`src/rtl/sop_pkg.sv`:
```
package sop_pkg;
  localparam int NPIN = 4;
  localparam int DW   = 6;   // delay counter width
  localparam int LW   = 7;   // pulse length counter width

  localparam logic [2:0] A_CTRL = 3'd0;
  localparam logic [2:0] A_RXD  = 3'd1;
  localparam logic [2:0] A_TXD  = 3'd2;
  localparam logic [2:0] A_SEL0 = 3'd3;
  localparam logic [2:0] A_STAT = 3'd7;

  localparam logic [3:0] FN_DFLT = 4'd0;
  localparam logic [3:0] FN_LINK = 4'd1;
  localparam logic [3:0] FN_TXP  = 4'd2;
  localparam logic [3:0] FN_RXP  = 4'd3;
  localparam logic [3:0] FN_CRS  = 4'd4;
  localparam logic [3:0] FN_COL  = 4'd5;

  function automatic logic [DW-1:0] rx_delay_pick(logic [15:0] r, logic [1:0] spd);
    case (spd)
      2'd0:    return {1'b0, r[15:11]};
      2'd1:    return {1'b0, r[10:6]};
      default: return r[5:0];
    endcase
  endfunction

  function automatic logic [DW-1:0] tx_delay_pick(logic [12:0] r, logic [1:0] spd);
    case (spd)
      2'd0:    return {1'b0, r[12:8]};
      2'd1:    return {2'b0, r[7:4]};
      default: return {2'b0, r[3:0]};
    endcase
  endfunction

  function automatic logic [LW-1:0] pulse_len(logic long_en, logic [2:0] n);
    return long_en ? (LW'({n, 3'b000}) + LW'(8)) : LW'(1);
  endfunction
endpackage

```
`src/rtl/sop_detect.sv`:
```
module sop_detect (
  input  logic       clk,
  input  logic       rst_n,
  input  logic       sym_en,
  input  logic       valid,
  input  logic [7:0] data,
  input  logic       wide,
  output logic       hit
);
  logic prev_pre_q;
  logic is_pre, is_sfd;

  assign is_pre = wide ? (data == 8'h55) : (data[3:0] == 4'h5);
  assign is_sfd = wide ? (data == 8'hD5) : (data[3:0] == 4'hD);
  assign hit    = sym_en && valid && is_sfd && prev_pre_q;

  always_ff @(posedge clk or negedge rst_n) begin
    if (!rst_n)      prev_pre_q <= 1'b0;
    else if (sym_en) prev_pre_q <= valid && is_pre;
  end
endmodule

```
`src/rtl/sop_pulse.sv`:
```
module sop_pulse
  import sop_pkg::*;
(
  input  logic          clk,
  input  logic          rst_n,
  input  logic          trig,
  input  logic          tick,
  input  logic [DW-1:0] delay,
  input  logic [LW-1:0] len,
  output logic          pulse
);
  typedef enum logic [1:0] {ST_IDLE, ST_WAIT, ST_FIRE} st_t;
  st_t           st_q;
  logic [DW-1:0] cnt_q;
  logic [LW-1:0] len_q;

  always_ff @(posedge clk or negedge rst_n) begin
    if (!rst_n) begin
      st_q  <= ST_IDLE;
      cnt_q <= '0;
      len_q <= '0;
    end else begin
      case (st_q)
        ST_IDLE: if (trig) begin
          len_q <= len;
          cnt_q <= delay;
          st_q  <= (delay == '0) ? ST_FIRE : ST_WAIT;
        end
        ST_WAIT: if (tick) begin
          if (cnt_q == DW'(1)) st_q <= ST_FIRE;
          else                 cnt_q <= cnt_q - DW'(1);
        end
        default: begin
          if (len_q == LW'(1)) st_q <= ST_IDLE;
          else                 len_q <= len_q - LW'(1);
        end
      endcase
    end
  end

  assign pulse = (st_q == ST_FIRE);

  assert_wait_nonzero_R2: assert property (@(posedge clk) disable iff (!rst_n)
    (st_q == ST_WAIT) |-> (cnt_q != '0));
  assert_ignore_retrigger_R6: assert property (@(posedge clk) disable iff (!rst_n)
    (st_q == ST_WAIT && trig && !tick) |=> (st_q == ST_WAIT && $stable(cnt_q)));
  assert_short_pulse_R5: assert property (@(posedge clk) disable iff (!rst_n)
    (st_q == ST_IDLE && trig && delay == '0 && len == LW'(1)) |=> pulse ##1 !pulse);
endmodule

```
`src/rtl/sop_regs.sv`:
```
module sop_regs
  import sop_pkg::*;
(
  input  logic                 clk,
  input  logic                 rst_n,
  input  logic [2:0]           addr,
  input  logic                 wr,
  input  logic [15:0]          wdata,
  input  logic                 rd,
  output logic [15:0]          rdata,
  input  logic                 conflict_set,
  output logic [6:0]           ctrl,
  output logic [15:0]          rx_dly,
  output logic [12:0]          tx_dly,
  output logic [NPIN-1:0][3:0] pin_sel
);
  logic [6:0]  ctrl_q;
  logic [15:0] rx_q;
  logic [12:0] tx_q;
  logic [3:0]  sel_q [NPIN];
  logic        conflict_q;
  logic        clr_wr;

  assign clr_wr = wr && addr == A_STAT && wdata[0];

  always_ff @(posedge clk or negedge rst_n) begin
    if (!rst_n) begin
      ctrl_q <= '0;
      rx_q   <= '0;
      tx_q   <= '0;
    end else if (wr) begin
      if (addr == A_CTRL) ctrl_q <= wdata[6:0];
      if (addr == A_RXD)  rx_q   <= wdata;
      if (addr == A_TXD)  tx_q   <= wdata[12:0];
    end
  end

  for (genvar i = 0; i < NPIN; i++) begin : g_sel
    localparam logic [3:0] MASK = (i == NPIN - 1) ? 4'hF : 4'h7;
    always_ff @(posedge clk or negedge rst_n) begin
      if (!rst_n)                          sel_q[i] <= '0;
      else if (wr && addr == 3'(A_SEL0 + i)) sel_q[i] <= wdata[3:0] & MASK;
    end
    assign pin_sel[i] = sel_q[i];
  end

  always_ff @(posedge clk or negedge rst_n) begin
    if (!rst_n)            conflict_q <= 1'b0;
    else if (conflict_set) conflict_q <= 1'b1;
    else if (clr_wr)       conflict_q <= 1'b0;
  end

  always_ff @(posedge clk or negedge rst_n) begin
    if (!rst_n) rdata <= '0;
    else if (rd) begin
      case (addr)
        A_CTRL:  rdata <= {9'b0, ctrl_q};
        A_RXD:   rdata <= rx_q;
        A_TXD:   rdata <= {3'b0, tx_q};
        3'd3:    rdata <= {12'b0, sel_q[0]};
        3'd4:    rdata <= {12'b0, sel_q[1]};
        3'd5:    rdata <= {12'b0, sel_q[2]};
        3'd6:    rdata <= {12'b0, sel_q[3]};
        default: rdata <= {15'b0, conflict_q};
      endcase
    end
  end

  assign ctrl   = ctrl_q;
  assign rx_dly = rx_q;
  assign tx_dly = tx_q;

  assert_conflict_sticky_R9: assert property (@(posedge clk) disable iff (!rst_n)
    (conflict_q && !clr_wr) |=> conflict_q);
endmodule

```
`src/rtl/sop_pinmux.sv`:
```
module sop_pinmux
  import sop_pkg::*;
(
  input  logic                 clk,
  input  logic                 rst_n,
  input  logic [NPIN-1:0][3:0] pin_sel,
  input  logic [NPIN-1:0]      dflt_fn,
  input  logic                 link_up,
  input  logic                 crs,
  input  logic                 col,
  input  logic                 rx_p,
  input  logic                 tx_p,
  output logic [NPIN-1:0]      pin_out,
  output logic                 conflict
);
  logic [NPIN-1:0] rx_pins;

  always_comb begin
    logic rx_seen, tx_seen;
    rx_seen  = 1'b0;
    tx_seen  = 1'b0;
    conflict = 1'b0;
    pin_out  = '0;
    rx_pins  = '0;
    for (int i = 0; i < NPIN; i++) begin
      case (pin_sel[i])
        FN_DFLT: pin_out[i] = dflt_fn[i];
        FN_LINK: pin_out[i] = link_up;
        FN_CRS:  pin_out[i] = crs;
        FN_COL:  pin_out[i] = col;
        FN_TXP: begin
          if (tx_seen) conflict = 1'b1;
          else         pin_out[i] = tx_p;
          tx_seen = 1'b1;
        end
        FN_RXP: begin
          rx_pins[i] = 1'b1;
          if (rx_seen) conflict = 1'b1;
          else         pin_out[i] = rx_p;
          rx_seen = 1'b1;
        end
        default: pin_out[i] = 1'b0;
      endcase
    end
  end

  assert_rx_one_pin_R9: assert property (@(posedge clk) disable iff (!rst_n)
    $countones(pin_out & rx_pins) <= 1);
endmodule

```
`src/rtl/sop_indicator.sv`:
```
module sop_indicator
  import sop_pkg::*;
(
  input  logic        clk,
  input  logic        rst_n,
  input  logic [2:0]  reg_addr,
  input  logic        reg_wr,
  input  logic [15:0] reg_wdata,
  input  logic        reg_rd,
  output logic [15:0] reg_rdata,
  input  logic [1:0]  speed,
  input  logic        rx_sym_en,
  input  logic        rx_dv,
  input  logic [7:0]  rxd,
  input  logic        tx_sym_en,
  input  logic        tx_en,
  input  logic [7:0]  txd,
  input  logic        tick_8ns,
  input  logic        link_up,
  input  logic        crs,
  input  logic        col,
  input  logic [3:0]  dflt_fn,
  output logic [3:0]  pin_out
);
  logic [6:0]           ctrl;
  logic [15:0]          rx_dly;
  logic [12:0]          tx_dly;
  logic [NPIN-1:0][3:0] pin_sel;
  logic                 conflict;
  logic                 rx_hit, tx_hit, rx_trig, tx_trig, rx_pulse, tx_pulse;
  logic                 wide;
  logic [LW-1:0]        plen;

  assign wide    = speed[1];
  assign plen    = pulse_len(ctrl[3], ctrl[6:4]);
  assign rx_trig = rx_hit && ctrl[1] && ctrl[2];
  assign tx_trig = tx_hit && ctrl[0] && ctrl[2];

  sop_regs u_regs (
    .clk(clk), .rst_n(rst_n), .addr(reg_addr), .wr(reg_wr), .wdata(reg_wdata),
    .rd(reg_rd), .rdata(reg_rdata), .conflict_set(conflict), .ctrl(ctrl),
    .rx_dly(rx_dly), .tx_dly(tx_dly), .pin_sel(pin_sel)
  );

  sop_detect u_rx_det (
    .clk(clk), .rst_n(rst_n), .sym_en(rx_sym_en), .valid(rx_dv), .data(rxd),
    .wide(wide), .hit(rx_hit)
  );

  sop_detect u_tx_det (
    .clk(clk), .rst_n(rst_n), .sym_en(tx_sym_en), .valid(tx_en), .data(txd),
    .wide(wide), .hit(tx_hit)
  );

  sop_pulse u_rx_pulse (
    .clk(clk), .rst_n(rst_n), .trig(rx_trig), .tick(rx_sym_en),
    .delay(rx_delay_pick(rx_dly, speed)), .len(plen), .pulse(rx_pulse)
  );

  sop_pulse u_tx_pulse (
    .clk(clk), .rst_n(rst_n), .trig(tx_trig), .tick(tick_8ns),
    .delay(tx_delay_pick(tx_dly, speed)), .len(plen), .pulse(tx_pulse)
  );

  sop_pinmux u_mux (
    .clk(clk), .rst_n(rst_n), .pin_sel(pin_sel), .dflt_fn(dflt_fn),
    .link_up(link_up), .crs(crs), .col(col), .rx_p(rx_pulse), .tx_p(tx_pulse),
    .pin_out(pin_out), .conflict(conflict)
  );

  assert_trig_gated_R4: assert property (@(posedge clk) disable iff (!rst_n)
    (rx_hit && !ctrl[1]) |=> !(rx_pulse && !$past(rx_pulse) && $past(u_rx_pulse.st_q) == 2'd0));
endmodule

```
`config.mk`:
```
export PLATFORM = sky130hd
export DESIGN_NAME = sop_indicator
export DESIGN_NICKNAME = d
export VERILOG_FILES = /design/src/rtl/sop_pkg.sv /design/src/rtl/sop_detect.sv /design/src/rtl/sop_pulse.sv /design/src/rtl/sop_regs.sv /design/src/rtl/sop_pinmux.sv /design/src/rtl/sop_indicator.sv
export SDC_FILE = /design/constraint.sdc
export NUM_CORES = 1
export LEC_CHECK = 0
export ABC_CLOCK_PERIOD_IN_PS = 4450
export BUFFER_PORTS_ARGS = -buffer_cell sky130_fd_sc_hd__buf_4
export CAP_MARGIN = 20
export CORE_ASPECT_RATIO = 1.4
export CORE_MARGIN = 2
export CORE_UTILIZATION = 35
export DETAILED_ROUTE_END_ITERATION = 8
export GPL_ROUTABILITY_DRIVEN = 0
export MAX_ROUTING_LAYER = met4
export SETUP_SLACK_MARGIN = 0.2
export SYNTH_ARGS = -nofsm -noshare
export SYNTH_HDL_FRONTEND = slang
export SYNTH_HIERARCHICAL = 1
export SYNTH_SLANG_ARGS = --single-unit
```
`constraint.sdc`:
```
create_clock -name clk -period 4.45 [get_ports clk]
set_clock_uncertainty 0.1 [all_clocks]
set_input_delay 0.445 -clock clk [delete_from_list [all_inputs] [get_ports clk]]
set_output_delay 0.445 -clock clk [all_outputs]
set_load 0.01 [all_outputs]
```
==> flow_results.xml, run 1 <==
<?xml version="1.0" encoding="UTF-8"?>
<metrics>
  <group name="pwr">
    <metric name="power.density" unit="nW/um^2">358.4</metric>
    <metric name="vdd_ir_drop_max" unit="V">0.0002090</metric>
    <metric name="p_leak" unit="nW">2.897</metric>
  </group>
  <group name="timing">
    <metric name="final.setup.tns" unit="ns">0</metric>
    <metric name="finalHoldViolations" unit="">0</metric>
    <metric name="max_slew_margin" unit="">0.3289</metric>
    <metric name="finalSetupViolCount" unit="">0</metric>
    <metric name="hold-worst-slack" unit="ns">0.1680</metric>
    <metric name="fmax" unit="GHz">0.3823</metric>
    <metric name="min_period" unit="ns">2.615</metric>
    <metric name="min_period_over_period" unit="">0.5877</metric>
    <metric name="max_slew.worst_pin.slew" unit="ns">1.005</metric>
    <metric name="final_max_slew_viol_count" unit="">0</metric>
    <metric name="rsz_0062_raised_after_global_routing" unit="">no</metric>
  </group>
  <group name="cts">
    <metric name="root_buffer" unit="">sky130_fd_sc_hd__clkbuf_16</metric>
    <metric name="cts_bufs_inserted" unit="">9</metric>
    <metric name="postCtsResizedCells" unit="">0</metric>
    <metric name="cts_tree" unit="">built</metric>
    <metric name="cts_sinks" unit="">98</metric>
    <metric name="worst_skew_pair.late_latency" unit="ns">0.34</metric>
    <metric name="cts_htree_levels" unit="">3</metric>
    <metric name="cts_hold_buffers" unit="">0</metric>
    <metric name="max-clock-path-buffers" unit="">2</metric>
    <metric name="total_setup_buffers_inserted_after_cts" unit="">0</metric>
    <metric name="cts.clk_slew.worst_paths" unit="ns">0.07</metric>
  </group>
  <group name="die">
    <metric name="io_pins" unit="">73</metric>
    <metric name="core_area" unit="um^2">16610</metric>
    <metric name="die_w" unit="um">113.6</metric>
    <metric name="placementRows" unit="">56</metric>
    <metric name="floorplan.die.height" unit="um">157.4</metric>
    <metric name="starting_density_of_the_core" unit="">0.3541</metric>
    <metric name="design.die.area" unit="um^2">17870</metric>
  </group>
  <group name="global_routing">
    <metric name="antenna_found_initial" unit="">0</metric>
    <metric name="first_global_vias" unit="">4683</metric>
    <metric name="globalRouteOverflowTotal" unit="">0</metric>
    <metric name="track_usage" unit="">0.1748</metric>
    <metric name="first_pass_grt_wire_length" unit="um">23890</metric>
    <metric name="grt_start_max_net_pins" unit="">78</metric>
  </group>
  <group name="layout">
    <metric name="fin_nets" unit="">690</metric>
    <metric name="flow.area_growth_from_synthesis" unit="%">15.47</metric>
    <metric name="antenna_cells_inserted" unit="">0</metric>
    <metric name="final_standard_cell_area_without_fillers" unit="um^2">6790</metric>
    <metric name="post_route_cells_drive_above_1_share" unit="">0.2844</metric>
  </group>
  <group name="placement">
    <metric name="dpl-instance-area" unit="um^2">6496</metric>
    <metric name="dp_hpwl" unit="um">11100</metric>
    <metric name="portBuffers" unit="">72</metric>
  </group>
  <group name="critical_path">
    <metric name="start_kind" unit="">register</metric>
    <metric name="path_delay_family" unit="">flip-flops</metric>
    <metric name="worst_path_max_delay_cell" unit="">sky130_fd_sc_hd__dfrtp_1</metric>
    <metric name="category_of_the_worst_setup_path_capture_point" unit="">output port</metric>
    <metric name="slowest_delay" unit="ns">0.53</metric>
    <metric name="crit_path_cell_trace" unit="">inv_1 &gt; nor2_1 &gt; nand3_1 &gt; o311ai_0 &gt; buf_4</metric>
    <metric name="worst-path-buf-inv" unit="">2</metric>
    <metric name="cp.required" unit="ns">3.90</metric>
    <metric name="worst-setup-path-type" unit="">reg2out</metric>
    <metric name="crit_fanout" unit="">10</metric>
    <metric name="cp_data_arrival_time" unit="ns">2.07</metric>
  </group>
  <group name="run_status">
    <metric name="run_status" unit="">completed</metric>
  </group>
  <group name="logic_synthesis">
    <metric name="yosys_register_bits" unit="">98</metric>
    <metric name="synth-warning-count" unit="">6</metric>
    <metric name="yosys.cell_types.count" unit="">75</metric>
    <metric name="netlist_instances" unit="">566</metric>
    <metric name="synth-seq-area-share" unit="">0.4170</metric>
    <metric name="share_of_synthesized_flip_flops_with_an_asynchronous_set_or_reset" unit="">1.000</metric>
    <metric name="synth.cell_area" unit="um^2">5881</metric>
    <metric name="syn_avg_cell_area" unit="um^2">10.39</metric>
    <metric name="synth-edff-count" unit="">0</metric>
    <metric name="ys_dominant_reg_cell" unit="">sky130_fd_sc_hd__dfrtp_1</metric>
  </group>
  <group name="min_path">
    <metric name="hold_class" unit="">in2async</metric>
  </group>
  <group name="routing">
    <metric name="firstDrtPassIters" unit="">4</metric>
    <metric name="route.antenna.remaining_nets" unit="">0</metric>
    <metric name="route.detailed.vias_per_inst" unit="">5.539</metric>
    <metric name="routed_wire_length_per_instance" unit="um">17.74</metric>
    <metric name="drc" unit="">0</metric>
    <metric name="routed_wirelength" unit="um">14830</metric>
    <metric name="route.vias.total" unit="">4631</metric>
    <metric name="drt_first_iter_violations" unit="">175</metric>
  </group>
  <group name="flow_run">
    <metric name="max-cap-violations" unit="">0</metric>
  </group>
</metrics>
through the flow:
step	total power [W]	cells	utilization	setup WS (ns)
after floorplan	0.001468	573	-	2.266
after global routing	0.002563	836	0.4089	1.689
after CTS	0.002460	836	0.4089	1.852
after global placement	0.001670	820	0.3912	1.765
after detailed placement	0.001687	820	0.3912	1.788
final	0.002434	836	0.4089	1.835
kinds of logic after synthesis:
group / share of synthesized area
buffers and inverters: 0.05532
XOR/XNOR: 0.001490
flip-flops: 0.4170
adder cells (fa/ha/maj): 0.01915
other: 0.001277
AND/OR/NAND/NOR: 0.1677
multiplexers: 0.1683
AO/OA/AOI/OAI: 0.1698
cells in the final DEF, fill, tap and decap left out, types with 8 or more instances in the layout:
cell type / instances
sky130_fd_sc_hd__dfrtp_1: 98
sky130_fd_sc_hd__nor2_1: 47
sky130_fd_sc_hd__nand3b_1: 8
sky130_fd_sc_hd__conb_1: 9
sky130_fd_sc_hd__a22oi_1: 9
sky130_fd_sc_hd__nand3_1: 13
sky130_fd_sc_hd__nor3_1: 8
sky130_fd_sc_hd__nand2_1: 27
sky130_fd_sc_hd__buf_4: 73
sky130_fd_sc_hd__mux2_2: 56
sky130_fd_sc_hd__o22ai_1: 11
sky130_fd_sc_hd__o21ai_0: 24
sky130_fd_sc_hd__clkbuf_16: 9
sky130_fd_sc_hd__inv_1: 30
sky130_fd_sc_hd__mux2i_1: 25
sky130_fd_sc_hd__a21oi_1: 29
sky130_fd_sc_hd__ha_1: 9
sky130_fd_sc_hd__o21ai_1: 10
synth_stat cells, types with 3 or more instances:
| cell type | n | area (um^2) |
|---|---|---|
| sky130_fd_sc_hd__o22a_1 | 4 | 35.03 |
| sky130_fd_sc_hd__a22oi_1 | 9 | 67.56 |
| sky130_fd_sc_hd__o22ai_1 | 11 | 68.82 |
| sky130_fd_sc_hd__clkbuf_1 | 6 | 22.52 |
| sky130_fd_sc_hd__nand4_1 | 6 | 37.54 |
| sky130_fd_sc_hd__a21oi_1 | 29 | 145.1 |
| sky130_fd_sc_hd__mux4_2 | 3 | 67.56 |
| sky130_fd_sc_hd__a31oi_1 | 5 | 31.28 |
| sky130_fd_sc_hd__buf_2 | 5 | 25.02 |
| sky130_fd_sc_hd__ha_1 | 9 | 112.6 |
| sky130_fd_sc_hd__mux2_2 | 56 | 630.6 |
| sky130_fd_sc_hd__mux2i_1 | 25 | 250.2 |
| sky130_fd_sc_hd__dfrtp_1 | 98 | 2452 |
| sky130_fd_sc_hd__nand4b_1 | 3 | 26.28 |
| sky130_fd_sc_hd__a21oi_2 | 4 | 35.03 |
| sky130_fd_sc_hd__nor4_1 | 6 | 37.54 |
| sky130_fd_sc_hd__nor4b_1 | 3 | 26.28 |
| sky130_fd_sc_hd__a2bb2oi_1 | 3 | 26.28 |
| sky130_fd_sc_hd__nor2b_1 | 7 | 43.79 |
| sky130_fd_sc_hd__o221a_2 | 5 | 56.30 |
| sky130_fd_sc_hd__buf_6 | 8 | 90.09 |
| sky130_fd_sc_hd__o211ai_1 | 5 | 37.54 |
| sky130_fd_sc_hd__nor3_1 | 8 | 40.04 |
| sky130_fd_sc_hd__inv_1 | 30 | 112.6 |
| sky130_fd_sc_hd__nand2_1 | 27 | 101.4 |
| sky130_fd_sc_hd__nor3b_1 | 4 | 30.03 |
| sky130_fd_sc_hd__nor2_1 | 47 | 176.4 |
| sky130_fd_sc_hd__and3_1 | 7 | 43.79 |
| sky130_fd_sc_hd__o21ai_0 | 24 | 120.1 |
| sky130_fd_sc_hd__nand3b_1 | 8 | 60.06 |
| sky130_fd_sc_hd__buf_4 | 10 | 75.07 |
| sky130_fd_sc_hd__nand2b_1 | 6 | 37.54 |
| sky130_fd_sc_hd__nand3_1 | 13 | 65.06 |
| sky130_fd_sc_hd__o2bb2ai_1 | 4 | 35.03 |
| sky130_fd_sc_hd__o21ai_1 | 10 | 50.05 |
state kept, by name, indices dropped and copies added, names as in the netlist:
register,count
u_tx_det/prev_pre_q,1
u_rx_pulse/len_q,7
u_regs/conflict_q,1
u_tx_pulse/st_q,2
u_rx_pulse/st_q,2
u_rx_det/prev_pre_q,1
u_regs/tx_dly,13
u_tx_pulse/cnt_q,6
u_regs/rdata,16
u_tx_pulse/len_q,7
u_rx_pulse/cnt_q,6
u_regs/pin_sel,13
u_regs/rx_dly,16
u_regs/ctrl,7
power breakdown:
group	total [W]	internal, W	switching, W	leakage [nW]
logic	0.000514	0.000271	0.000243	1.52
clock network	0.000766	0.000406	0.000361	0.146
registers	0.00115	0.00102	0.000134	1.23
worst paths after layout:
kind | from | endpoint | slack [ns] | cells after the start
worst max-delay path | u_tx_pulse/st_q[1] | pin_out[3] | 1.83 | 5
worst min-delay path | rst_n | u_rx_pulse/len_q[0] | 0.17 | 1
worst max register to register | u_tx_det/prev_pre_q | u_tx_pulse/len_q[3] | 2.37 | 7
worst min register to register | u_regs/conflict_q | u_regs/conflict_q | 0.38 | 1
max in group asynchronous | rst_n | u_regs/tx_dly[1] | 3.19 | 2
min in group clk | tx_sym_en | u_tx_det/prev_pre_q | 0.19 | 2
per-layer routing:
| metal | GRT usage | wire, um | vias up |
|---|---|---|---|
| met4 | 0.06736 | 438 | 0 |
| met5 | - | 0 | - |
| met2 | 0.3060 | 7900 | 104 |
| li1 | - | - | 2204 |
| met3 | 0.02541 | 427 | 30 |
| met1 | 0.2025 | 6062 | 2293 |
final cells by class:
cell class	instances	area [um^2]
Clock buffer	10	239.0
Clock inverter	6	55.05
Fill cell	1614	9816
Inverter	30	112.6
Multi-Input combinational cell	416	3129
Sequential cell	98	2452
Tap cell	203	254.0
Timing Repair Buffer	73	548.0
(Power assumes the default switching activity.)
==> inputs of run 2 (changes only) <==
ABC_AREA = 1   (was not set)
ABC_CLOCK_PERIOD_IN_PS = 2600   (was 4450)
clock period = 2.6 ns   (was 4.45 ns; I/O delays follow)
==> run 2 against run 1 <==
Clock power up 84%. Count of clock-buffer cells in the layout down 1. Via count up 27%. Sequential cell count unchanged. Power rose to 2.6 times the previous value. Synthesized cell count up 61%. Area after synthesis up 6.6%. First-iteration DRC count up 110%. Critical endpoint is now pin_out[0]. Highest routed layer unchanged.
==> flow_results.xml, run 2 <==
<?xml version="1.0" encoding="UTF-8"?>
<metrics>
  <group name="global_routing">
    <metric name="track_usage" unit="">0.1847</metric>
    <metric name="first_pass_grt_wire_length" unit="um">26840</metric>
    <metric name="first_global_vias" unit="">5597</metric>
    <metric name="globalRouteOverflowTotal" unit="">0</metric>
    <metric name="antenna_found_initial" unit="">0</metric>
    <metric name="grt_start_max_net_pins" unit="">56</metric>
  </group>
  <group name="die">
    <metric name="die_w" unit="um">117.1</metric>
    <metric name="design.die.area" unit="um^2">19000</metric>
    <metric name="io_pins" unit="">73</metric>
    <metric name="floorplan.die.height" unit="um">162.3</metric>
    <metric name="core_area" unit="um^2">17470</metric>
    <metric name="starting_density_of_the_core" unit="">0.3586</metric>
    <metric name="placementRows" unit="">57</metric>
  </group>
  <group name="critical_path">
    <metric name="category_of_the_worst_setup_path_capture_point" unit="">output port</metric>
    <metric name="start_kind" unit="">register</metric>
    <metric name="cp.required" unit="ns">2.24</metric>
    <metric name="ff2ff_path_depth" unit="">13</metric>
    <metric name="worst-setup-path-type" unit="">reg2out</metric>
    <metric name="cp_data_arrival_time" unit="ns">1.88</metric>
    <metric name="crit_fanout" unit="">4</metric>
  </group>
  <group name="routing">
    <metric name="routed_wire_length_per_instance" unit="um">13.15</metric>
    <metric name="route.vias.total" unit="">5867</metric>
    <metric name="firstDrtPassIters" unit="">5</metric>
    <metric name="route.antenna.remaining_nets" unit="">0</metric>
    <metric name="route.detailed.vias_per_inst" unit="">4.801</metric>
    <metric name="routed_wirelength" unit="um">16070</metric>
    <metric name="drc" unit="">0</metric>
    <metric name="drt_first_iter_violations" unit="">369</metric>
  </group>
  <group name="logic_synthesis">
    <metric name="synth.top_cells.by_area" unit="">sky130_fd_sc_hd__dfrtp_1 (39%), sky130_fd_sc_hd__nand2_1 (20%), sky130_fd_sc_hd__nand3_1 (7.8%)</metric>
    <metric name="netlist_instances" unit="">911</metric>
    <metric name="synth_common_cells" unit="">sky130_fd_sc_hd__nand2_1 (335), sky130_fd_sc_hd__dfrtp_1 (98), sky130_fd_sc_hd__nand3_1 (98), sky130_fd_sc_hd__inv_1 (93), sky130_fd_sc_hd__nor2_1 (73)</metric>
    <metric name="yosys.cell_count.top_type" unit="">sky130_fd_sc_hd__nand2_1</metric>
    <metric name="synthDominantCellAreaShare" unit="">0.3914</metric>
    <metric name="yosys.cell_types.count" unit="">35</metric>
    <metric name="ys_dominant_reg_cell" unit="">sky130_fd_sc_hd__dfrtp_1</metric>
    <metric name="area_leader_netlist" unit="">sky130_fd_sc_hd__dfrtp_1</metric>
    <metric name="yosys_register_bits" unit="">98</metric>
    <metric name="synth-warning-count" unit="">6</metric>
    <metric name="synth-seq-area-share" unit="">0.3914</metric>
    <metric name="share_of_synthesized_flip_flops_with_an_asynchronous_set_or_reset" unit="">1.000</metric>
    <metric name="synth-edff-count" unit="">0</metric>
    <metric name="synth.cell_area" unit="um^2">6266</metric>
    <metric name="syn_avg_cell_area" unit="um^2">6.878</metric>
  </group>
  <group name="min_path">
    <metric name="hold_class" unit="">in2reg</metric>
    <metric name="hold_depth" unit="">3</metric>
  </group>
  <group name="timing">
    <metric name="final.setup.tns" unit="ns">0</metric>
    <metric name="fmax" unit="GHz">0.4455</metric>
    <metric name="max_slew_margin" unit="">0.4894</metric>
    <metric name="rsz_0062_raised_after_global_routing" unit="">no</metric>
    <metric name="min_period_over_period" unit="">0.8632</metric>
    <metric name="min_period" unit="ns">2.244</metric>
    <metric name="max_slew.worst_pin.slew" unit="ns">0.7640</metric>
    <metric name="final_max_slew_viol_count" unit="">0</metric>
    <metric name="finalHoldViolations" unit="">0</metric>
    <metric name="finalSetupViolCount" unit="">0</metric>
  </group>
  <group name="layout">
    <metric name="multiInputGateArea" unit="um^2">3279</metric>
    <metric name="most-common-layout-cells" unit="">sky130_fd_sc_hd__nand2_1 (335), sky130_fd_sc_hd__nand3_1 (98), sky130_fd_sc_hd__dfrtp_1 (98)</metric>
    <metric name="fin_cells" unit="">1222</metric>
    <metric name="post_route_cells_drive_above_1_share" unit="">0.1623</metric>
    <metric name="final_standard_cell_area_without_fillers" unit="um^2">7333</metric>
    <metric name="final_common_cell" unit="">sky130_fd_sc_hd__nand2_1</metric>
    <metric name="fill_cells" unit="">1838</metric>
    <metric name="sequential_cell_area" unit="um^2">2452</metric>
    <metric name="fin_nets" unit="">1043</metric>
    <metric name="flow.area_growth_from_synthesis" unit="%">17.03</metric>
    <metric name="antenna_cells_inserted" unit="">0</metric>
    <metric name="utilization" unit="">0.4197</metric>
  </group>
  <group name="cts">
    <metric name="cts_tree" unit="">built</metric>
    <metric name="max-clock-path-buffers" unit="">2</metric>
    <metric name="postCtsResizedCells" unit="">0</metric>
    <metric name="cts.clk_slew.worst_paths" unit="ns">0.07</metric>
    <metric name="cts_sinks" unit="">98</metric>
    <metric name="cts_htree_levels" unit="">3</metric>
    <metric name="root_buffer" unit="">sky130_fd_sc_hd__clkbuf_16</metric>
    <metric name="cts_bufs_inserted" unit="">9</metric>
    <metric name="worst_skew_pair.late_latency" unit="ns">0.36</metric>
  </group>
  <group name="pwr">
    <metric name="p_leak" unit="nW">3.831</metric>
    <metric name="power.density" unit="nW/um^2">869.9</metric>
    <metric name="vdd_ir_drop_max" unit="V">0.0003022</metric>
  </group>
  <group name="placement">
    <metric name="dpl.cell_count" unit="">1205</metric>
    <metric name="portBuffers" unit="">72</metric>
    <metric name="dpl-instance-area" unit="um^2">7015</metric>
    <metric name="dp_hpwl" unit="um">12150</metric>
  </group>
  <group name="flow_run">
    <metric name="max-cap-violations" unit="">0</metric>
  </group>
  <group name="run_status">
    <metric name="run_status" unit="">completed</metric>
  </group>
</metrics>
-- run 2: power breakdown --
part           switching (W)  internal, W  total (W)
logic                0.00163     0.000978    0.00261
registers           0.000445      0.00192    0.00236
clock network       0.000644     0.000764    0.00141
total                0.00272      0.00366    0.00638
-- run 2: layout make-up --
cell class,count,share of cell area
flip-flops and latches,98,0.3344
clock buffers,9,0.03071
multi-input cells,688,0.4472
inverters,106,0.05426
clock inverters,7,0.01126
repair buffers,78,0.08190
well taps,236,0.04027
-- run 2: worst paths after layout --
path | startpoint | end | slack [ns]
max | u_tx_pulse/st_q[1] | pin_out[0] | 0.36
min | reg_wdata[13] | u_regs/rx_dly[13] | 0.04
max reg2reg | u_tx_det/prev_pre_q | u_tx_pulse/cnt_q[3] | 0.77
min reg2reg | u_regs/rdata[9] | u_regs/rdata[9] | 0.38
max in group asynchronous | rst_n | u_regs/pin_sel[8] | 1.33
min in group asynchronous | rst_n | u_regs/rdata[7] | 0.35
-- run 2: through the flow --
stage,worst slack [ns],hold WS [ns],total power (W)
final,0.3556,0.03546,0.006379
after global placement,0.6330,0.2045,0.004978
after global routing,0.2019,0.03218,0.006952
after CTS,0.3479,0.02698,0.006444
after detailed placement,0.6009,0.2024,0.005008
after floorplan,1.024,-0.1356,0.004350
-- run 2: cells by family after synthesis --
logic type	Yosys count	synth area share
buffers and inverters	132	0.08945
AND/OR/NAND/NOR	576	0.4147
adder cells (fa/ha/maj)	9	0.01797
AO/OA/AOI/OAI	94	0.08526
flip-flops	98	0.3914
other	2	0.001199
-- run 2: per-layer routing --
layer  GRT usage  vias up  part of all wire
li1            -     3016                 -
met1      0.2121     2725              0.42
met2      0.3234      108              0.53
met3     0.03022       18             0.037
met4     0.06150        0             0.014
met5           -        -                 0
-- run 2: critical path: stages (launching register included) --
cell and delay (ns):
sky130_fd_sc_hd__dfrtp_1 0.48, sky130_fd_sc_hd__inv_1 0.13, sky130_fd_sc_hd__nor2_1 0.33, sky130_fd_sc_hd__o21ai_0 0.19, sky130_fd_sc_hd__a211oi_1 0.24, sky130_fd_sc_hd__buf_4 0.16
-- run 2: timing repair --
item                                   in CTS  in global routing
buffers inserted                            0                  0
endpoints found under the hold margin      43                  0
hold buffers                                1                  0
==> inputs of run 3 (changes only) <==
MAX_ROUTING_LAYER = not set   (was met4)
==> run 3 against run 2 <==
Worst setup slack better by 0.015 ns. Critical path depth is the same. Combinational power is essentially flat. Final cell count unchanged. Power is essentially flat. Design area is the same. Critical endpoint unchanged. Largest cell class unchanged.
==> flow_results.xml, run 3 (same netlist as run 2, synthesis figures left out) <==
<?xml version="1.0" encoding="UTF-8"?>
<metrics>
  <group name="global_routing">
    <metric name="globalRouteOverflowTotal" unit="">0</metric>
    <metric name="grt_start_max_net_pins" unit="">56</metric>
    <metric name="first_pass_grt_wire_length" unit="um">26830</metric>
    <metric name="antenna_found_initial" unit="">0</metric>
    <metric name="first_global_vias" unit="">5601</metric>
    <metric name="track_usage" unit="">0.1794</metric>
  </group>
  <group name="cts">
    <metric name="cts_tree" unit="">built</metric>
    <metric name="root_buffer" unit="">sky130_fd_sc_hd__clkbuf_16</metric>
    <metric name="cts_hold_buffers" unit="">1</metric>
    <metric name="total_setup_buffers_inserted_after_cts" unit="">0</metric>
    <metric name="postCtsResizedCells" unit="">0</metric>
    <metric name="worst_skew_pair.late_latency" unit="ns">0.36</metric>
    <metric name="cts.clk_slew.worst_paths" unit="ns">0.08</metric>
    <metric name="max-clock-path-buffers" unit="">2</metric>
    <metric name="cts_htree_levels" unit="">3</metric>
    <metric name="cts_sinks" unit="">98</metric>
    <metric name="cts_bufs_inserted" unit="">9</metric>
  </group>
  <group name="die">
    <metric name="io_pins" unit="">73</metric>
    <metric name="starting_density_of_the_core" unit="">0.3586</metric>
    <metric name="placementRows" unit="">57</metric>
    <metric name="core_area" unit="um^2">17470</metric>
    <metric name="design.die.area" unit="um^2">19000</metric>
    <metric name="die_w" unit="um">117.1</metric>
    <metric name="floorplan.die.height" unit="um">162.3</metric>
  </group>
  <group name="critical_path">
    <metric name="crit_fanout" unit="">4</metric>
    <metric name="crit_path_cell_trace" unit="">inv_1 &gt; nor2_1 &gt; o21ai_0 &gt; a211oi_1 &gt; buf_4</metric>
    <metric name="worst-path-buf-inv" unit="">2</metric>
    <metric name="cp.required" unit="ns">2.24</metric>
    <metric name="worst_path_max_delay_cell" unit="">sky130_fd_sc_hd__dfrtp_1</metric>
    <metric name="cp_data_arrival_time" unit="ns">1.87</metric>
    <metric name="worst-setup-path-type" unit="">reg2out</metric>
    <metric name="start_kind" unit="">register</metric>
    <metric name="category_of_the_worst_setup_path_capture_point" unit="">output port</metric>
    <metric name="path_delay_family" unit="">flip-flops</metric>
    <metric name="slowest_delay" unit="ns">0.48</metric>
  </group>
  <group name="routing">
    <metric name="routed_wirelength" unit="um">16080</metric>
    <metric name="route.antenna.remaining_nets" unit="">0</metric>
    <metric name="route.vias.total" unit="">5846</metric>
    <metric name="drc" unit="">0</metric>
    <metric name="firstDrtPassIters" unit="">5</metric>
    <metric name="drt_first_iter_violations" unit="">343</metric>
    <metric name="route.detailed.vias_per_inst" unit="">4.784</metric>
    <metric name="routed_wire_length_per_instance" unit="um">13.16</metric>
  </group>
  <group name="run_status">
    <metric name="run_status" unit="">completed</metric>
  </group>
  <group name="timing">
    <metric name="finalSetupViolCount" unit="">0</metric>
    <metric name="final.setup.tns" unit="ns">0</metric>
    <metric name="min_period_over_period" unit="">0.8574</metric>
    <metric name="final_max_slew_viol_count" unit="">0</metric>
    <metric name="finalHoldViolations" unit="">0</metric>
    <metric name="max_slew_margin" unit="">0.4825</metric>
    <metric name="min_period" unit="ns">2.229</metric>
    <metric name="rsz_0062_raised_after_global_routing" unit="">no</metric>
    <metric name="fmax" unit="GHz">0.4486</metric>
    <metric name="hold-worst-slack" unit="ns">0.03759</metric>
    <metric name="max_slew.worst_pin.slew" unit="ns">0.7744</metric>
  </group>
  <group name="placement">
    <metric name="dp_hpwl" unit="um">12150</metric>
    <metric name="dpl-instance-area" unit="um^2">7015</metric>
    <metric name="portBuffers" unit="">72</metric>
  </group>
  <group name="layout">
    <metric name="post_route_cells_drive_above_1_share" unit="">0.1623</metric>
    <metric name="utilization" unit="">0.4197</metric>
    <metric name="flow.area_growth_from_synthesis" unit="%">17.03</metric>
    <metric name="fill_cells" unit="">1838</metric>
    <metric name="antenna_cells_inserted" unit="">0</metric>
    <metric name="most-common-layout-cells" unit="">sky130_fd_sc_hd__nand2_1 (335), sky130_fd_sc_hd__nand3_1 (98), sky130_fd_sc_hd__dfrtp_1 (98)</metric>
    <metric name="final_common_cell" unit="">sky130_fd_sc_hd__nand2_1</metric>
    <metric name="final_standard_cell_area_without_fillers" unit="um^2">7333</metric>
    <metric name="fin_nets" unit="">1043</metric>
  </group>
  <group name="pwr">
    <metric name="power.density" unit="nW/um^2">869.2</metric>
    <metric name="vdd_ir_drop_max" unit="V">0.0003013</metric>
    <metric name="total_power" unit="W">0.006374</metric>
    <metric name="p_leak" unit="nW">3.831</metric>
  </group>
  <group name="min_path">
    <metric name="hold_class" unit="">in2reg</metric>
  </group>
  <group name="flow_run">
    <metric name="max-cap-violations" unit="">0</metric>
  </group>
</metrics>
run 3: cell counts in the layout (fill, tap and decap cells not counted):
No cell type changed its count.
run 3: worst paths after layout:
check                           slack [ns]             endpoint  depth (start not counted)                 from
worst max-delay path                  0.37           pin_out[0]                          5   u_tx_pulse/st_q[1]
worst min-delay path                  0.04    u_regs/rx_dly[13]                          3        reg_wdata[13]
worst max register to register        0.78  u_tx_pulse/cnt_q[3]                         13  u_tx_det/prev_pre_q
worst min register to register        0.38      u_regs/rdata[9]                          2      u_regs/rdata[9]
max in group asynchronous             1.34    u_regs/pin_sel[8]                          3                rst_n
min in group asynchronous             0.35      u_regs/rdata[7]                          2                rst_n
run 3: worst register-to-register path: cells and delay by family (launching register included):
| family | cells | cell delay, ns |
|---|---|---|
| DFF | 1 | 0.32 |
| and+or+nand+nor | 10 | 1.15 |
| buffers and inverters | 3 | 0.16 |
run 3: routing by layer:
| layer | track usage | wire (um) | vias up |
|---|---|---|---|
| met3 | 0.03246 | 591 | 19 |
| met5 | 0 | 0 | - |
| met4 | 0.06150 | 229 | 0 |
| met2 | 0.3237 | 8600 | 99 |
| li1 | - | - | 3020 |
| met1 | 0.2100 | 6655 | 2708 |
run 3: final cells by class:
| class | instances | area (um^2) | area share |
|---|---|---|---|
| sequential | 98 | 2452 | 0.3344 |
| clock inverter | 7 | 82.58 | 0.01126 |
| multi-input combinational | 688 | 3279 | 0.4472 |
| clock buffer | 9 | 225.2 | 0.03071 |
| timing repair buffer | 78 | 600.6 | 0.08190 |
| inverter | 106 | 397.9 | 0.05426 |
| tap | 236 | 295.3 | 0.04027 |
run 3: power breakdown:
group	internal [W]	switching [W]	leakage (nW)	total, W
logic	0.000978	0.00163	2.43	0.00260
clock network	0.000764	0.000643	0.151	0.00141
registers	0.00192	0.000444	1.25	0.00236
run 3: per-stage QoR:
step                      instances  worst slack, ns
final                          1222           0.3708
after floorplan                 918            1.024
after global routing           1222           0.2019
after global placement         1205           0.6330
after CTS                      1222           0.3479
after detailed placement       1205           0.6009
